--- src/rtl/burst_read_initiator.sv ---
module burst_read_initiator #(
  parameter int AW = 32,
  parameter int CW = 4,
  parameter int NW = 8,
  parameter int SEL_WAIT = 5
) (
  input  logic          clk,
  input  logic          rst_n,
  input  logic          lcl_start,
  input  logic [AW-1:0] lcl_addr,
  input  logic [CW-1:0] lcl_cmd,
  input  logic [NW-1:0] lcl_count,
  input  logic          lcl_full,
  output logic          lcl_busy,
  output logic          lcl_valid,
  output logic [AW-1:0] lcl_data,
  output logic          lcl_done,
  output logic          lcl_abort,
  output logic          breq_n,
  input  logic          bgnt_n,
  input  logic          bus_cyc_n,
  input  logic          bus_mrdy_n,
  output logic          cyc_out_n,
  output logic          cyc_oe,
  output logic          mrdy_out_n,
  output logic          mrdy_oe,
  input  logic          srdy_n,
  input  logic          sel_n,
  output logic [AW-1:0] ad_out,
  output logic          ad_oe,
  input  logic [AW-1:0] ad_in,
  output logic [CW-1:0] cbe_out,
  output logic          cbe_oe
);

  localparam int TW = $clog2(SEL_WAIT + 1);

  typedef enum logic [2:0] {S_IDLE, S_REQ, S_ADDR, S_DATA, S_END} st_t;

  st_t           st;
  logic [AW-1:0] addr_q;
  logic [CW-1:0] cmd_q;
  logic [NW-1:0] left_q;
  logic          rdy_q, frm_q, seen_q, abort_q, valid_q;
  logic [TW-1:0] tmo_q;
  logic [AW-1:0] data_q;

  wire in_data  = (st == S_DATA);
  wire bus_idle = bus_cyc_n & bus_mrdy_n;
  wire xfer     = in_data & rdy_q & ~srdy_n;
  wire last     = xfer & (left_q == NW'(1));
  wire timeout  = in_data & ~seen_q & sel_n & (tmo_q == TW'(SEL_WAIT - 1)) & ~last;
  wire [NW-1:0] left_nx = left_q - {{(NW-1){1'b0}}, xfer};
  wire nrdy     = ~lcl_full | (in_data & ~frm_q);
  wire nfrm     = ~((left_nx == NW'(1)) & nrdy);

  always_ff @(posedge clk or negedge rst_n) begin
    if (!rst_n) begin
      st      <= S_IDLE;
      addr_q  <= '0;
      cmd_q   <= '0;
      left_q  <= '0;
      rdy_q   <= 1'b0;
      frm_q   <= 1'b0;
      seen_q  <= 1'b0;
      abort_q <= 1'b0;
      tmo_q   <= '0;
      valid_q <= 1'b0;
      data_q  <= '0;
    end else begin
      valid_q <= xfer;
      if (xfer) data_q <= ad_in;
      case (st)
        S_IDLE: if (lcl_start) begin
          st      <= S_REQ;
          addr_q  <= lcl_addr;
          cmd_q   <= lcl_cmd;
          left_q  <= (lcl_count == '0) ? NW'(1) : lcl_count;
          abort_q <= 1'b0;
        end
        S_REQ: if (!bgnt_n && bus_idle) st <= S_ADDR;
        S_ADDR: begin
          st     <= S_DATA;
          rdy_q  <= nrdy;
          frm_q  <= nfrm;
          seen_q <= 1'b0;
          tmo_q  <= '0;
        end
        S_DATA: begin
          left_q <= left_nx;
          rdy_q  <= nrdy;
          frm_q  <= nfrm;
          if (!sel_n) seen_q <= 1'b1;
          if (!seen_q) tmo_q <= tmo_q + TW'(1);
          if (last) st <= S_END;
          else if (timeout) begin
            st      <= S_END;
            abort_q <= 1'b1;
          end
        end
        S_END: st <= S_IDLE;
        default: st <= S_IDLE;
      endcase
    end
  end

  assign lcl_busy   = (st != S_IDLE);
  assign lcl_valid  = valid_q;
  assign lcl_data   = data_q;
  assign lcl_done   = (st == S_END);
  assign lcl_abort  = (st == S_END) & abort_q;
  assign breq_n     = (st != S_REQ);
  assign cyc_oe     = (st == S_ADDR) | in_data | (st == S_END);
  assign cyc_out_n  = (st == S_ADDR) ? 1'b0 : in_data ? ~frm_q : 1'b1;
  assign mrdy_oe    = in_data | (st == S_END);
  assign mrdy_out_n = in_data ? ~rdy_q : 1'b1;
  assign ad_oe      = (st == S_ADDR);
  assign ad_out     = addr_q;
  assign cbe_oe     = cyc_oe;
  assign cbe_out    = (st == S_ADDR) ? cmd_q : '0;

endmodule

--- config.mk ---
export PLATFORM = sky130hd
export DESIGN_NAME = burst_read_initiator
export DESIGN_NICKNAME = d
export VERILOG_FILES = /design/src/rtl/burst_read_initiator.sv
export SDC_FILE = /design/constraint.sdc
export NUM_CORES = 1
export LEC_CHECK = 0
export CORE_MARGIN = 1
export CORE_UTILIZATION = 38
export CTS_CLUSTER_SIZE = 30
export DETAILED_ROUTE_END_ITERATION = 16
export HOLD_SLACK_MARGIN = 0.15
export PLACE_DENSITY = 0.77
export REMOVE_ABC_BUFFERS = 1
export SYNTH_ARGS = -nofsm -noshare
export SYNTH_HDL_FRONTEND = slang
export SYNTH_SLANG_ARGS = --single-unit
--- constraint.sdc ---
create_clock -name clk -period 2.3 [get_ports clk]
set_clock_uncertainty 0.05 [all_clocks]
set_input_delay 0.46 -clock clk [delete_from_list [all_inputs] [get_ports clk]]
set_output_delay 0.46 -clock clk [all_outputs]
set_load 0.01 [all_outputs]
==> run metrics <==
Chip Width=between 100 and 150 um; top cell family by delay on the critical path=simple AND/OR/NAND/NOR gates; status=finished clean; Post-DRT Antenna Nets=0; crit-path max cell delay=0.48 ns; I/O Pins=between 150 and 200; # rows=35; max capacitance violation total=0; pre-CTS setup slack=-0.425 ns; DIE HEIGHT=slightly above 100 um; worst slew pin tran=0.426 ns; Synth Flop Type=dfrtp_1; Req. time, crit path=2.45 ns; Worst Hold Class=register to register; 1st-iter DRT viols=88; register area share after synthesis=around three fifths; worst skew pair latency=0.34 ns; Worst Setup End Kind=register; slew margin rel.=a little under three quarters; wire per inst=around 16 um; Cell variety after synth=42; routed vias=~2900; router iterations before antenna repair=5; Initial Util=about two fifths; leakage=~2.5 nW; Post-route DRC=0; #FFs+latches synth=between 80 and 90; Final Cycle Share=between 90% and 100%; Power per Cell Area=1250 nW/um2; initial antenna violation count=0; clock slew at reported path FFs=roughly 0.090 ns; TritonCTS Buffers=9; area delta synth->final=56.1%; Final Core Density=61.9%; post-detailed-placement half-perimeter wirelength=about 6.7 mm; clock period minus worst slack=~2.2 ns; CTS HTree Levels=3; vias per cell=4.89; crit path DAT=about 2.4 ns; largest net degree at the start of global routing=46; CP Max Fanout=3; IO Port Bufs=between 150 and 200; CTS max path bufs=2; crit start category=primary input; Synth warnings=0; EDFF count, synth=0; worst path cell trace=clkdlybuf4s50_1 -> nor2b_2 -> and2_1 -> ha_1 -> ha_2 -> xor2_1 -> nor4b_1 -> and4_1 -> a41oi_1; Hold WS=around 0.44 ns; first-pass GRT wire length=between 10 and 15 mm; # setup viols final=0; mapped cell area=3720 um2; fill count=between 800 and 900; Placeable Area=~9400 um2; DRT Wirelength=~9.2 mm; crit path buf inv count=1; critical path class=primary input to register; Avg Inst Size Synth=approximately 13 um2; Slowest-stage cell, CP=clkdlybuf4s50_1; post-place instance area=5540 um2; number of global-route vias before repair=around 2900; layout cell share with drive strength beyond 1=between 20% and 30%; max-slew violations=0; Max IR drop VDD=0.688 mV; Antenna Cells=0; Post-synth ARST share=100%; Max Clk Rate=450 MHz; GP Congestion=between 0.8 and 0.9; Final Cell Area=5800 um2; Total GRT Usage=between 10% and 20%; clock sinks=between 80 and 90; post-route setup TNS=0 ns; die area=approximately 10000 um2; final hold viol count=0; CTS tree=built; clk root buf=clkbuf_8; Overflow after GRT=0; setup slack after layout=0.0768 ns; Syn Inst Count=~280; # nets final=~540
-- synth_stat cells (2+ instances only) --
cell      count  area (um2)
a21oi_1       6        30.0
a22oi_1       4        30.0
and3_1        5        31.3
buf_2         4        20.0
buf_4         5        37.5
buf_6         3        33.8
clkbuf_1      3        11.3
dfrtp_1      87        2180
ha_1          4        50.1
inv_1         8        30.0
mux2_1        4        45.0
mux2_2       65         732
nand2_1      15        56.3
nand2b_1      2        12.5
nand3_1       2        10.0
nand3b_1      2        15.0
nor2_1       13        48.8
nor2b_1       3        18.8
nor3_1        3        15.0
nor3b_1       2        15.0
nor4_1        4        25.0
nor4b_1       2        17.5
o21ai_0       8        40.0
or3_1         2        12.5
xnor2_1       3        26.3
xor2_1        3        26.3
-- final cells by class --
type	count	area (um2)	area share (%)
clock buffers	10	128	2.20
clock inverters	4	72.6	1.25
inverters	8	33.8	0.582
multi-input cells	168	1450	24.9
flip-flops and latches	87	2180	37.5
well taps	129	161	2.78
repair buffers	179	1780	30.7
-- layout by cell type (no fill, tap or decap), drive strengths merged, types with 2 or more instances in the layout --
cell type	n
clkdlybuf4s50	150
dfrtp	87
mux2	69
buf	16
nand2	15
nor2	14
clkbuf	10
o21ai	8
inv	7
dlygate4sd2	7
a21oi	6
and3	5
dlymetal6s2s	5
a22oi	4
nor4	4
ha	4
xnor2	3
xor2	3
nor3	3
nor2b	3
nor3b	3
nor4b	3
clkinvlp	2
or3	2
nand3b	2
nand3	2
bufinv	2
nand2b	2
-- power by group --
| part | internal [mW] | switching [mW] | total (mW) |
|---|---|---|---|
| Clock | 0.600 | 0.524 | 1.12 |
| Sequential | 2.27 | 0.431 | 2.70 |
| Combinational | 2.08 | 1.33 | 3.41 |
| Total | 4.94 | 2.28 | 7.23 |
-- metal layers --
layer / global-route usage, % / share of wire [%] / vias up
met4: 5.69 / 1.7 / 0
li1: - / - / 1327
met2: 30.5 / 50 / 102
met1: 23.4 / 42 / 1419
met5: 0 / 0 / -
met3: 6.17 / 6.3 / 14
-- final timing paths --
kind	to	startpoint	slack, ns	cells past startpoint
worst min register to register	ad_out[28]	ad_out[28]	0.44	1
worst max-delay path	frm_q	srdy_n	0.08	9
min in group asynchronous	ad_out[3]	rst_n	0.51	2
max in group asynchronous	tmo_q[1]	rst_n	1.07	3
worst min-delay path	ad_out[28]	ad_out[28]	0.44	1
worst max register to register	frm_q	st[1]	0.15	8
-- flip-flops by register name, summed over array words and instances, names as in the netlist, 3 cells and up --
signal / count
left_q: 8
cmd_q: 4
lcl_data: 32
ad_out: 32
tmo_q: 3
st: 3
-- timing repair --
action,CTS,global route
hold endpoints to repair,18,0
setup endpoints to repair,10,8
gates resized for setup,13,11
hold buffers,1,0
buffers inserted,1,0
-- per-stage QoR --
step	instances	power [mW]
finish	585	7.23
global route	585	7.67
CTS	585	7.29
detailed placement	569	6.13
global placement	569	6.03
floorplan	263	4.18
-- cell families (layout without fill, tap and decap cells) --
| logic type | Yosys count | after routing | synth area share (%) |
|---|---|---|---|
| xor gates and xnor gates | 6 | 6 | 1.41 |
| DFF | 87 | 87 | 58.6 |
| buffers and inverters | 23 | 201 | 3.57 |
| and+or+nand+nor | 63 | 63 | 9.66 |
| adders and majority gates | 4 | 4 | 1.35 |
| AOI/OAI and AO/OA | 25 | 25 | 4.28 |
| muxes | 70 | 70 | 21.2 |
(Power assumes the default switching activity.)
